==> src/rtl/aux_rc_pkg.sv <==
package aux_rc_pkg;

    localparam int FLAG_W = 7;

    // rx_flags bit positions
    localparam logic [FLAG_W-1:0] TMO_MASK   = 7'b000_0011;
    localparam logic [FLAG_W-1:0] FRAME_MASK = 7'b011_1100;

    typedef enum logic [1:0] {
        RES_OK   = 2'd0,
        RES_TMO  = 2'd1,
        RES_INV  = 2'd2,
        RES_DISC = 2'd3
    } result_e;

    typedef enum logic [2:0] {
        RP_ACK       = 3'd0,
        RP_NACK      = 3'd1,
        RP_DEFER     = 3'd2,
        RP_I2C_NACK  = 3'd3,
        RP_I2C_DEFER = 3'd4,
        RP_INVALID   = 3'd5
    } reply_e;

    typedef enum logic [1:0] {
        SCR_GO,
        SCR_TMO,
        SCR_BAD
    } screen_e;

    typedef enum logic [1:0] {
        ST_IDLE,
        ST_WAIT,
        ST_STAT,
        ST_COPY
    } fsm_e;

    typedef struct packed {
        result_e res;
        reply_e  rp;
    } verdict_t;

    function automatic reply_e decode_cmd(input logic [3:0] cmd);
        case (cmd)
            4'd0:    return RP_ACK;
            4'd1:    return RP_NACK;
            4'd2:    return RP_DEFER;
            4'd4:    return RP_I2C_NACK;
            4'd8:    return RP_I2C_DEFER;
            default: return RP_INVALID;
        endcase
    endfunction

endpackage

==> src/rtl/aux_poll_timer.sv <==
module aux_poll_timer #(
    parameter int POLL_STEP   = 10,
    parameter int TIMEOUT_CYC = 1000
) (
    input  logic clk,
    input  logic rst,
    input  logic arm,
    input  logic run,
    output logic poll,
    output logic last
);
    localparam int MAX_POLLS = (TIMEOUT_CYC / POLL_STEP) > 0 ? (TIMEOUT_CYC / POLL_STEP) : 1;
    localparam int PS_W      = POLL_STEP > 1 ? $clog2(POLL_STEP) : 1;
    localparam int PC_W      = $clog2(MAX_POLLS + 1);

    logic [PS_W-1:0] pre_q;
    logic [PC_W-1:0] polls_q;
    logic            wrap;

    assign wrap = (pre_q == PS_W'(POLL_STEP - 1));
    assign poll = run && wrap;
    assign last = poll && (polls_q == PC_W'(MAX_POLLS - 1));

    always_ff @(posedge clk) begin
        if (rst || arm) begin
            pre_q   <= '0;
            polls_q <= '0;
        end else if (run) begin
            if (wrap) begin
                pre_q   <= '0;
                polls_q <= polls_q + 1'b1;
            end else begin
                pre_q <= pre_q + 1'b1;
            end
        end
    end
endmodule

==> src/rtl/aux_rx_screen.sv <==
module aux_rx_screen
    import aux_rc_pkg::*;
#(
    parameter int CNT_W = 5
) (
    input  logic [FLAG_W-1:0] rx_flags,
    input  logic [CNT_W-1:0]  rx_count,
    output screen_e           verdict
);
    logic tmo_hit;
    logic frame_hit;
    logic unused_flags;

    assign tmo_hit      = |(rx_flags & TMO_MASK);
    assign frame_hit    = |(rx_flags & FRAME_MASK);
    assign unused_flags = ^(rx_flags & ~(TMO_MASK | FRAME_MASK));

    always_comb begin
        if (tmo_hit)
            verdict = SCR_TMO;
        else if (frame_hit || (rx_count == '0))
            verdict = SCR_BAD;
        else
            verdict = SCR_GO;
    end
endmodule

==> src/rtl/aux_reply_classifier.sv <==
module aux_reply_classifier
    import aux_rc_pkg::*;
#(
    parameter int BUF_DEPTH   = 20,
    parameter int POLL_STEP   = 10,
    parameter int TIMEOUT_CYC = 1000,
    localparam int IDX_W      = $clog2(BUF_DEPTH),
    localparam int CNT_W      = $clog2(BUF_DEPTH + 1)
) (
    input  logic              clk,
    input  logic              rst,
    input  logic              start,
    input  logic              rx_done,
    input  logic [CNT_W-1:0]  rx_count,
    input  logic [FLAG_W-1:0] rx_flags,
    input  logic              hpd_lost,
    input  logic [CNT_W-1:0]  cap_bytes,
    output logic [IDX_W-1:0]  buf_rd_addr,
    input  logic [7:0]        buf_rd_data,
    output logic              out_we,
    output logic [IDX_W-1:0]  out_addr,
    output logic [7:0]        out_data,
    output logic              res_valid,
    output logic [1:0]        res_code,
    output logic [2:0]        reply_st,
    output logic [CNT_W-1:0]  data_cnt
);
    fsm_e             st_q, st_d;
    logic [CNT_W-1:0] cnt_q, cnt_d;
    logic [IDX_W-1:0] idx_q, idx_d;
    logic [CNT_W-1:0] ndata;
    logic             poll, last;
    screen_e          scr;
    reply_e           cmd_rp;

    logic             fin;
    verdict_t         fin_v;
    logic [CNT_W-1:0] fin_cnt;

    aux_poll_timer #(
        .POLL_STEP  (POLL_STEP),
        .TIMEOUT_CYC(TIMEOUT_CYC)
    ) u_timer (
        .clk (clk),
        .rst (rst),
        .arm (st_q == ST_IDLE && start),
        .run (st_q == ST_WAIT),
        .poll(poll),
        .last(last)
    );

    aux_rx_screen #(
        .CNT_W(CNT_W)
    ) u_screen (
        .rx_flags(rx_flags),
        .rx_count(rx_count),
        .verdict (scr)
    );

    assign ndata       = cnt_q - 1'b1;
    assign cmd_rp      = decode_cmd(buf_rd_data[7:4]);
    assign buf_rd_addr = (st_q == ST_COPY) ? idx_q : '0;
    assign out_we      = (st_q == ST_COPY);
    assign out_addr    = idx_q - 1'b1;
    assign out_data    = buf_rd_data;

    always_comb begin
        st_d    = st_q;
        cnt_d   = cnt_q;
        idx_d   = idx_q;
        fin     = 1'b0;
        fin_v   = '{res: RES_OK, rp: RP_INVALID};
        fin_cnt = '0;
        case (st_q)
            ST_IDLE: begin
                if (start) st_d = ST_WAIT;
            end
            ST_WAIT: begin
                if (poll) begin
                    if (hpd_lost) begin
                        fin   = 1'b1;
                        fin_v = '{res: RES_DISC, rp: RP_INVALID};
                    end else if (rx_done) begin
                        if (scr == SCR_TMO) begin
                            fin   = 1'b1;
                            fin_v = '{res: RES_TMO, rp: RP_INVALID};
                        end else if (scr == SCR_BAD) begin
                            fin   = 1'b1;
                            fin_v = '{res: RES_INV, rp: RP_INVALID};
                        end else begin
                            st_d  = ST_STAT;
                            cnt_d = rx_count;
                        end
                    end else if (last) begin
                        fin   = 1'b1;
                        fin_v = '{res: RES_TMO, rp: RP_INVALID};
                    end
                end
            end
            ST_STAT: begin
                if (cmd_rp == RP_ACK) begin
                    if (ndata > cap_bytes) begin
                        fin   = 1'b1;
                        fin_v = '{res: RES_INV, rp: RP_ACK};
                    end else if (ndata == '0) begin
                        fin   = 1'b1;
                        fin_v = '{res: RES_OK, rp: RP_ACK};
                    end else begin
                        st_d  = ST_COPY;
                        idx_d = IDX_W'(1);
                    end
                end else begin
                    fin   = 1'b1;
                    fin_v = '{res: (cmd_rp == RP_INVALID) ? RES_INV : RES_OK, rp: cmd_rp};
                end
            end
            ST_COPY: begin
                if (CNT_W'(idx_q) == ndata) begin
                    fin     = 1'b1;
                    fin_v   = '{res: RES_OK, rp: RP_ACK};
                    fin_cnt = ndata;
                end else begin
                    idx_d = idx_q + 1'b1;
                end
            end
            default: st_d = ST_IDLE;
        endcase
        if (fin) st_d = ST_IDLE;
    end

    always_ff @(posedge clk) begin
        if (rst) begin
            st_q      <= ST_IDLE;
            cnt_q     <= '0;
            idx_q     <= '0;
            res_valid <= 1'b0;
            res_code  <= '0;
            reply_st  <= '0;
            data_cnt  <= '0;
        end else begin
            st_q      <= st_d;
            cnt_q     <= cnt_d;
            idx_q     <= idx_d;
            res_valid <= fin;
            if (fin) begin
                res_code <= fin_v.res;
                reply_st <= fin_v.rp;
                data_cnt <= fin_cnt;
            end
        end
    end
endmodule

==> config.mk <==
export PLATFORM = sky130hd
export DESIGN_NAME = aux_reply_classifier
export DESIGN_NICKNAME = d
export VERILOG_FILES = /design/src/rtl/aux_rc_pkg.sv /design/src/rtl/aux_poll_timer.sv /design/src/rtl/aux_rx_screen.sv /design/src/rtl/aux_reply_classifier.sv
export SDC_FILE = /design/constraint.sdc
export NUM_CORES = 1
export LEC_CHECK = 0
export BUFFER_PORTS_ARGS = -buffer_cell sky130_fd_sc_hd__buf_2
export CAP_MARGIN = 10
export CORE_MARGIN = 1.5
export CORE_UTILIZATION = 45
export CTS_CLUSTER_DIAMETER = 40
export DETAILED_ROUTE_END_ITERATION = 12
export PLACE_DENSITY_LB_ADDON = 0.1
export SLEW_MARGIN = 40
export SYNTH_ARGS = -nofsm -noshare
export SYNTH_HDL_FRONTEND = slang
export SYNTH_SLANG_ARGS = --single-unit
==> constraint.sdc <==
create_clock -name clk -period 7.8 [get_ports clk]
set_clock_uncertainty 0.15 [all_clocks]
set_input_delay 0.39 -clock clk [delete_from_list [all_inputs] [get_ports clk]]
set_output_delay 0.39 -clock clk [all_outputs]
set_load 0.02 [all_outputs]
Word-level counts from Yosys, hierarchy flattened
Index checks and enable logic that the tools add are counted.
Word-level totals
  flip-flop bits (word level): 34
  bits of input ports: 30
  logic and storage cells: 105
  output and inout port bits: 30
Cells by class
  $lt $le $gt $ge: 1
  $add $sub $neg: 5
  equality and inequality tests: 23
  bitwise operators: 3
  mux-type cells: 45
  reductions and logical operators: 19
Operators by type and width (count)
  2-to-1 mux 5 bit: 14
  2-to-1 mux 2 bit: 12
  != test 2 bit (second input constant): 10
  case mux 3 bit (5 select lines): 1
  case mux 5 bit (3 select lines): 1
  logical NOT 5 bit: 2
  2-to-1 mux 1 bit: 10
  case mux 5 bit (2 select lines): 1
  AND reduction 10 bit: 1
  subtractor 5 x 1 -> 5 bit (second input constant): 2
  == test 4 bit (second input constant): 2
  2-to-1 mux 4 bit: 2
  adder 7 x 1 -> 7 bit (second input constant): 1
  == test 7 bit (second input constant): 1
  == test 2 bit (second input constant): 3
  2-to-1 mux 3 bit: 2
  case mux 2 bit (3 select lines): 1
  AND reduction 6 bit: 1
  adder 5 x 1 -> 5 bit (second input constant): 1
  == test 5 bit: 1
  greater-than comparator 5 bit: 1
  AND reduction 5 bit: 1
  adder 4 x 1 -> 4 bit (second input constant): 1
  == test 2 x 1 -> 1 bit (second input constant): 2
  other kinds (16): 22

Logic depth before layout (Yosys ltp)
Gate-level depths: netlist (run 1).
  depth after elaboration: 12
  mapped depth: 13

Modules after synthesis
A second synthesis (run 1) with hierarchy kept.
Second synthesis, totals
  cell total of the unflattened synthesis: 281
  area total of the unflattened synthesis: 2404.8 sq um
By module, submodules not included
  aux_reply_classifier: sequential area each 460.4 sq um, cells an instance 210, area an instance 1814.2 sq um, times used 1
  aux_poll_timer: sequential area each 220.2 sq um, cells an instance 65, area an instance 550.5 sq um, times used 1
  aux_rx_screen: sequential area each 0.0 sq um, cells an instance 6, area an instance 40.0 sq um, times used 1

Least setup slack after synthesis (run 1)
OpenSTA, ideal clock, no wires.
  path kind: flip-flop to flip-flop
  start point: register cnt_q[0]
  end point: register st_q[1]
  stages on the path, launching flop included: 14
  setup slack: 4.895 ns
  data arrival time: 2.690 ns
  setup time: 0.066 ns
  cells stage by stage: dfxtp_1 buf_6 inv_1 ha_1 nor3b_1 xor2_1 ha_1 a21o_1 mux2i_1 a21oi_1 o21a_4 o41ai_4 buf_6 a21boi_2
On the way
  longest elaborated chain between the ends: 7
  elaborated cells on any way between the ends: 13
  those cells by class: add/sub (1); order compare (1); eq/ne (3); mux (5); reduce/logical (3)
Ends and longest elaborated chain
  start, declared: line aux_reply_classifier.sv:29  | logic [CNT_W-1:0] cnt_q, cnt_d;
  start signal, assigned: line aux_reply_classifier.sv:142  | cnt_q <= cnt_d;
  subtractor 5 x 1 -> 5 bit *: line aux_reply_classifier.sv:60  | assign ndata = cnt_q - 1'b1;
  parallel branches: the longest is 6 deep, another holds greater-than comparator 5 bit
  end signal, assigned: line aux_reply_classifier.sv:141  | st_q <= st_d;
  end, declared: line aux_reply_classifier.sv:28  | fsm_e st_q, st_d;
Every way passes the cells marked *.
A chain may end at the register's enable or synchronous reset.

Worst setup path in the final report (run 1)
Same ends and word-level chain as after synthesis.

==> results of run 1 <==
state kept, by name, indices dropped and copies added, names as in the netlist:
signal,count
idx_q,5
cnt_q,5
reply_st,3
res_code,2
data_cnt,5
u_timer.polls_q,7
res_valid,1
u_timer.pre_q,4
st_q,2
area by class of cell:
cell class / count / area share (%)
Tap cell: 67 / 3.26
Multi-Input combinational cell: 186 / 52.7
Clock inverter: 3 / 2.67
Timing Repair Buffer: 50 / 9.72
Sequential cell: 34 / 26.4
Inverter: 17 / 2.48
Clock buffer: 5 / 2.67
per-stage QoR:
step           util, %  hold WS, ns  worst slack (ns)  cells
2_1_floorplan        -        0.314              4.89    256
3_3_place_gp      51.2        0.298              4.33    354
3_5_place_dp      51.2        0.297              4.31    354
4_1_cts           54.1        0.191              4.29    362
5_1_grt           54.1        0.199              4.03    362
6_report          54.1        0.189              4.32    362
metal layers:
metal | part of all wire (%) | routed length, um | vias to the layer above
met4 | 1.4 | 67 | 0
met5 | 0 | 0 | -
met3 | 4.0 | 193 | 7
li1 | - | - | 965
met1 | 49 | 2350 | 847
met2 | 46 | 2220 | 35
Yosys cell counts (all sizes together) (2+ instances only):
cell / number
xor2: 10
a32o: 5
a21boi: 3
o21ai: 8
clkbuf: 5
o31ai: 2
nor2b: 4
nand2: 19
a21oi: 9
o31a: 2
or4: 4
o2bb2ai: 3
o21a: 2
and2: 2
nor2: 26
nor3: 8
dfxtp: 34
a22o: 2
a211o: 2
nand4: 3
nor3b: 3
nand3: 7
a211oi: 2
buf: 14
o41ai: 2
xnor3: 2
nand2b: 3
inv: 17
a21o: 3
nor4: 4
mux2i: 8
ha: 16
and4: 2
xnor2: 8
or3: 2
critical path, cell delays in order, from the launching register on:
cell and delay, ns:
dfxtp_1 0.41, inv_1 0.09, ha_1 0.17, nor3b_1 0.35
xor2_1 0.25, ha_1 0.28, a21o_1 0.17, nor2_1 0.08
a21oi_1 0.19, o21a_4 0.30, o41ai_4 0.70, a21boi_2 0.26
logic make-up (layout without fill, tap and decap cells):
kind of cell / Yosys count / in the layout / synth area share, %
muxes: 8 / 8 / 3.60
AOI/OAI and AO/OA: 50 / 50 / 18.0
buffers and inverters: 36 / 75 / 8.33
DFF: 34 / 34 / 30.6
and+or+nand+nor: 91 / 91 / 20.9
adders and majority gates: 17 / 17 / 9.45
xor gates and xnor gates: 20 / 20 / 9.12
power groups by stage:
stage               Sequential [mW]  Clock [mW]  Combinational, mW
finish                        0.195       0.200              0.181
floorplan                     0.198           0              0.144
CTS                           0.195       0.203              0.182
detailed placement            0.199           0              0.181
global route                  0.196       0.209              0.203
global placement              0.198           0              0.179
how the worst max path moves through the flow:
stage | startpoint | endpoint | slack [ns] | cells past startpoint
2_1_floorplan | cnt_q[0] | st_q[1] | 4.89 | 13
3_3_place_gp | cnt_q[0] | st_q[1] | 4.33 | 11
3_5_place_dp | cnt_q[0] | st_q[1] | 4.31 | 11
4_1_cts | cnt_q[0] | st_q[1] | 4.29 | 11
5_1_grt | cnt_q[0] | st_q[0] | 4.03 | 11
6_report | cnt_q[0] | st_q[1] | 4.32 | 11
==> impl_metrics.tcl, run 1 <==
set metrics [dict create \
    io_buffers 50 \
    clkTransAtPathRegs_ns 0.08 \
    drive_above_1_share_pct 22.4 \
    grt_pass1_wl_mm 8.08 \
    area_delta_synth_final_pct 15.8 \
    arrival_ns 3.57 \
    design_area_sq_um 2570 \
    grt_pass1_vias 1708 \
    p_per_area_nw_per_um2 224 \
    holdBufCountCts 0 \
    synth_ff_type "dfxtp_1" \
    pwr-share-comb_pct 31.5 \
    multi_input_area_sq_um 1360 \
    wl_mm 4.83 \
    yosys_warnings 0 \
    mostFrequentLayoutCell "buf_2" \
    synth-edff-count 0 \
    worst-slew-pin-transition_ns 0.768 \
    htreeDepth 2 \
    remaining_drc_errors 0 \
    power_frac_seq_pct 33.9 \
    final_cell_mix "50 x buf_2, 34 x dfxtp_1, 26 x nor2_1, 18 x nand2_1, 17 x inv_1" \
    cts_resized 0 \
    track_usage_pct 19.4 \
    clockRootBuffer "clkbuf_8" \
    cts_tree "done" \
    synthesis.nets 302 \
    hp-start "rx_count[0]" \
    via_per_inst 5.12 \
    antenna_left 0 \
    dieArea_sq_um 5370 \
    required_ns 7.88 \
    r2r_cells 11 \
    netlist_area_sq_um 2220 \
    slew_violations 0 \
    io_pins 60 \
    busiest_layer "met2" \
    synthCells 256 \
    row_count 25 \
    ys_seq_area_share_pct 30.6 \
    dp_hpwl_mm 3.61 \
    synth_cell_types 54 \
    use_met1_pct 26.2 \
    core_area_sq_um 4750 \
    cp-end-kind "flop" \
    fillers 479 \
    die-width_um 73.3 \
    period_minus_slack_ns 3.48 \
    whs_endpoint "cnt_q[0]" \
    post_cts_buffers 0 \
    fin_crit_sh_pct 44.7 \
    grt_use_met3_pct 3.29 \
    gp_congestion 0.793 \
    avgRoutedWirePerCell_um 13.4 \
    p_leak_nw 1.12 \
    power.share.clock_pct 34.7 \
    tns_ns 0 \
    r2r_end "st_q[1]" \
    seqCellArea_sq_um 681 \
    clock_latency_ns 0.29 \
    start_util_pct 46.8 \
    hold_class "in2reg" \
    antenna_cells 0 \
    hold_depth 3 \
    die_height_um 73.3 \
    path_class "reg2reg" \
    p_int_uw 382 \
    slew_headroom_pct 48.6 \
    ys_seq_elements 34 \
    cts_sinks 34 \
    antenna_found_initial 0 \
    grt_use_met2_pct 31.6 \
    avgSynthCellArea_sq_um 8.69 \
    path_max_fanout 12 \
    reg2reg_from "cnt_q[0]" \
    nets 340 \
    power_switching_uw 193 \
    finalHoldViolations 0 \
    clk_path_buf_depth 2 \
    fmax_mhz 287 \
    final-setup-viol-count 0 \
    drt-initial-drc-count 99 \
    yosysTopAreaCellShare_pct 30.6 \
    cts_buffers 5 \
    cap_viol_max_count 0 \
    ys_async_sr_fraction_pct 0 \
    vdd_drop_max_mv 0.100 \
    status "complete, no violations" \
    switching_share_pct 33.6 \
    start_kind "flop" \
    grt_overflow 0 \
    dpl-instance-area_sq_um 2440 \
    power_uw 575 \
    yosys.area.top_type "dfxtp_1" \
    rsz0062_at_grt "false" \
    first_pass_iters 4 \
    grt_max_degree 13 \
    rrSetupSlack_ns 4.32 \
    vias 1854 \
    synth.top_cells.by_area "dfxtp_1 31%, ha_1 9.0%, nor2_1 4.4%" \
]
No activity file was read; power rests on OpenSTA's default activity.
==> inputs of run 2 (changes only) <==
==> constraint.sdc (replaced) <==
create_clock -name clk -period 3.2 [get_ports clk]
set_clock_uncertainty 0.15 [all_clocks]
set_input_delay 0.16 -clock clk [delete_from_list [all_inputs] [get_ports clk]]
set_output_delay 0.16 -clock clk [all_outputs]
set_load 0.02 [all_outputs]
==> run 2 against run 1 <==
Total power up 150%. Sequential share of layout area down 1.1 points. Utilization up 2.4 points. Sequential cell count unchanged. Critical endpoint is now res_code[0].
==> impl_metrics.tcl, run 2 (synthesis results as in run 1) <==
set metrics [dict create \
    reg2reg_from "cnt_q[1]" \
    start_kind "flop" \
    remaining_drc_errors 0 \
    io_pins 60 \
    path_max_fanout 6 \
    hold_class "in2reg" \
    clk_path_buf_depth 2 \
    post_cts_buffers 0 \
    cts_sinks 34 \
    cp-end-kind "flop" \
    cts_tree "done" \
    core_area_sq_um 4750 \
    die_height_um 73.3 \
    path_common_cell "ha_1" \
    path_buf_inv 1 \
    wl_mm 4.82 \
    avgRoutedWirePerCell_um 12.9 \
    p_per_area_nw_per_um2 534 \
    fillers 462 \
    final-setup-viol-count 0 \
    status "complete, no violations" \
    grt_pass1_vias 1797 \
    design_area_sq_um 2690 \
    clockRootBuffer "clkbuf_8" \
    preCtsSetupSlack_ns 0.0810 \
    vias 1929 \
    first_pass_iters 4 \
    drive_above_1_share_pct 24.5 \
    gp_congestion 0.819 \
    grt_max_degree 12 \
    slowest_delay_ns 0.38 \
    fin_crit_sh_pct 93.0 \
    grt_pass1_wl_mm 8.11 \
    dieArea_sq_um 5370 \
    rsz0062_at_grt "false" \
    htreeDepth 2 \
    io_buffers 50 \
    dp_hpwl_mm 3.65 \
    final_cell_mix "50 x buf_2, 34 x dfxtp_1, 26 x nor2_1, 18 x nand2_1, 17 x inv_1" \
    via_per_inst 5.17 \
    slew_violations 0 \
    antenna_left 0 \
    finalHoldViolations 0 \
    fin_util_pct 56.5 \
    largest_reg_flops 7 \
    antenna_cells 0 \
    startpoint "cnt_q[1]" \
    required_ns 3.23 \
    power_mw 1.43 \
    nets 351 \
    cap_viol_max_count 0 \
    start_util_pct 46.8 \
    cts_buffers 5 \
    path_class "reg2reg" \
    timing.final.ws_setup_ns 0.224 \
    hp-start "rst" \
    vdd_drop_max_mv 0.321 \
    antenna_found_initial 0 \
    grt_overflow 0 \
    p_leak_nw 1.17 \
    tns_ns 0 \
    fmax_mhz 336 \
    crit_slowest_cell "o31a_1" \
    worst_hold_slack_ns 0.0302 \
    slew_headroom_pct 71.5 \
    area_delta_synth_final_pct 20.8 \
    top_register "u_timer.polls_q" \
    clkTransAtPathRegs_ns 0.07 \
    track_usage_pct 19.8 \
    drt-initial-drc-count 76 \
    period_minus_slack_ns 2.98 \
    die-width_um 73.3 \
    path_cells "inv_1 > ha_1 > nor3b_2 > xor2_1 > ha_1 > a21o_1 > mux2i_1 > a21oi_2 > o21a_4 > o31a_1 > a32o_1" \
    stdcell_count 373 \
    arrival_ns 3.01 \
    dp_cells 360 \
    worst-slew-pin-transition_ns 0.428 \
    dpl-instance-area_sq_um 2480 \
    mostFrequentLayoutCell "buf_2" \
    row_count 25 \
    crit_family "compound AO/OA/AOI/OAI gates" \
    clock_latency_ns 0.29 \
]
[run 2: final cells by class]
cell class	count	area (sq um)	share of cell area, %
well taps	67	83.8	3.12
flip-flops and latches	34	681	25.3
inverters	17	63.8	2.38
clock inverters	2	60.1	2.24
multi-input cells	186	1370	51.0
clock buffers	6	82.6	3.07
repair buffers	61	345	12.9
[run 2: power breakdown]
| part | internal, mW | switching (mW) |
|---|---|---|
| Combinational | 0.188 | 0.273 |
| Clock | 0.332 | 0.166 |
| Sequential | 0.448 | 0.0267 |
| Total | 0.968 | 0.465 |
[run 2: path summary, 6_finish.rpt]
path                            slack (ns)  cells past startpoint           to
worst max-delay path                  0.22                     11  res_code[0]
worst min-delay path                  0.03                      2     cnt_q[3]
worst max register to register        0.22                     11  res_code[0]
worst min register to register        0.32                      1  data_cnt[0]
[run 2: repair_timing]
item / in CTS / in global routing
gates resized for setup: 0 / 3
endpoints found under the hold margin: 5 / 0
endpoints found under the setup margin: 0 / 15
hold buffers: 5 / 0
[run 2: routing by layer]
layer,global-route usage [%],vias up,share of wire [%]
met2,32.6,30,46
met4,8.02,0,1.5
met3,3.98,6,3.9
li1,-,997,-
met5,0,-,0
met1,25.3,896,48
==> inputs of run 3 (changes only) <==
==> constraint.sdc (replaced) <==
create_clock -name clk -period 3.2 [get_ports clk]
set_clock_uncertainty 0.15 [all_clocks]
set_input_delay 0.64 -clock clk [delete_from_list [all_inputs] [get_ports clk]]
set_output_delay 0.64 -clock clk [all_outputs]
set_load 0.02 [all_outputs]
==> run 3 against run 2 <==
Sequential power is essentially flat. Sequential share of layout area grew 1.1 points. Wire length shrank 3.1%. Setup slack lost 0.010 ns. Fmax shrank 0.35%. Cell count shrank 1.6%. Total power shrank 15%. Non-clock buffer count shrank 5. First-iteration DRC count grew 30%. Global-route usage shrank 0.78 points. Register-to-register slack is essentially flat. Utilization shrank 2.4 points. Critical path type unchanged. Critical endpoint unchanged. Highest routed layer unchanged.
==> impl_metrics.tcl, run 3 (synthesis results as in run 1) <==
set metrics [dict create \
    status "complete, no violations" \
    slowest_delay_ns 0.38 \
    cap_viol_max_count 0 \
    vdd_drop_max_mv 0.216 \
    grt_max_degree 12 \
    clkTransAtPathRegs_ns 0.07 \
    p_leak_nw 1.12 \
    path_max_fanout 6 \
    rsz0062_at_grt "false" \
    holdBufCountCts 0 \
    p_per_area_nw_per_um2 473 \
    vias 1892 \
    arrival_ns 3.01 \
    fin_util_pct 54.1 \
    gp_congestion 0.820 \
    first_pass_iters 4 \
    post_cts_buffers 0 \
    start_util_pct 46.8 \
    cts_sinks 34 \
    cp-end-kind "flop" \
    slew_violations 0 \
    hold_depth 1 \
    worst-slew-pin-transition_ns 0.557 \
    dpl-instance-area_sq_um 2480 \
    cts_buffers 5 \
    track_usage_pct 19.0 \
    io_buffers 50 \
    cts_resized 0 \
    die_height_um 73.3 \
    mostFrequentLayoutCell "buf_2" \
    area_delta_synth_final_pct 15.7 \
    dieArea_sq_um 5370 \
    largest_reg_flops 7 \
    hold_class "reg2reg" \
    core_area_sq_um 4750 \
    start_kind "flop" \
    antenna_left 0 \
    clk_path_buf_depth 2 \
    die-width_um 73.3 \
    grt_pass1_vias 1666 \
    final_cell_mix "50 x buf_2, 34 x dfxtp_1, 26 x nor2_1, 18 x nand2_1, 17 x inv_1" \
    r2r_cells 11 \
    dp_hpwl_mm 3.62 \
    final-setup-viol-count 0 \
    antenna_cells 0 \
    via_per_inst 5.16 \
    path_cells "inv_1 > ha_1 > nor3b_4 > xor2_1 > ha_1 > a21o_1 > mux2i_1 > a21oi_2 > o21a_4 > o31a_1 > a32o_1" \
    drive_above_1_share_pct 23.7 \
    crit_slowest_cell "o31a_1" \
    grt_pass1_wl_mm 7.79 \
    antenna_found_initial 0 \
    fmax_mhz 335 \
    finalHoldViolations 0 \
    drt-initial-drc-count 99 \
    required_ns 3.22 \
    avgRoutedWirePerCell_um 12.7 \
    dp_cells 360 \
    fin_crit_sh_pct 93.3 \
    nets 346 \
    clockRootBuffer "clkbuf_8" \
    remaining_drc_errors 0 \
    period_minus_slack_ns 2.99 \
    io_pins 60 \
    top_register "u_timer.polls_q" \
    path_common_cell "ha_1" \
    slew_headroom_pct 62.6 \
    grt_overflow 0 \
    cts_tree "done" \
    power_mw 1.22 \
    tns_ns 0 \
    htreeDepth 2 \
    stdcell_count 367 \
    wl_mm 4.67 \
    row_count 25 \
    clock_latency_ns 0.28 \
    design_area_sq_um 2570 \
    path_class "reg2reg" \
]
==> run 3: area by class of cell <==
| type | count | area, sq um |
|---|---|---|
| Fill cell | 467 | 2180 |
| Multi-Input combinational cell | 186 | 1370 |
| Sequential cell | 34 | 681 |
| Timing Repair Buffer | 56 | 295 |
| Tap cell | 67 | 83.8 |
| Clock buffer | 7 | 76.3 |
| Inverter | 17 | 63.8 |
==> run 3: routing by layer <==
layer / vias to the layer above / routed length, um / share of wire (%) / track usage [%]
met5: - / 0 / 0 / 0
met4: 0 / 38 / 0.81 / 5.76
met3: 4 / 153 / 3.3 / 4.12
met2: 28 / 2150 / 46 / 30.2
met1: 873 / 2340 / 50 / 25.9
li1: 987 / - / - / -
==> run 3: power by group <==
| part | internal [mW] | total (mW) | switching (mW) |
|---|---|---|---|
| logic | 0.182 | 0.451 | 0.269 |
| clock network | 0.150 | 0.291 | 0.142 |
| registers | 0.449 | 0.475 | 0.0263 |
| total | 0.780 | 1.22 | 0.437 |
==> run 3: worst max-delay path, delay by kind of cell (launching register included) <==
kind                       cells  cell delay [ns]
buffers and inverters          1             0.10
muxes                          1             0.16
and+or+nand+nor                1             0.22
adders and majority gates      2             0.46
AOI/OAI and AO/OA              5             1.20
DFF                            1             0.34
xor gates and xnor gates       1             0.23
==> run 3: final timing paths <==
kind / start / to / slack (ns)
worst max-delay path: cnt_q[1] / res_code[0] / 0.21
worst min-delay path: data_cnt[1] / data_cnt[1] / 0.31
worst max register to register: cnt_q[1] / res_code[0] / 0.21
worst min register to register: data_cnt[1] / data_cnt[1] / 0.31
==> run 3: stage by stage <==
stage	hold slack, ns	setup slack [ns]
after floorplan	0.314	0.295
after global placement	0.296	0.0791
after detailed placement	0.298	0.0495
after CTS	0.316	0.0399
after global routing	0.332	0.0194
final	0.310	0.214
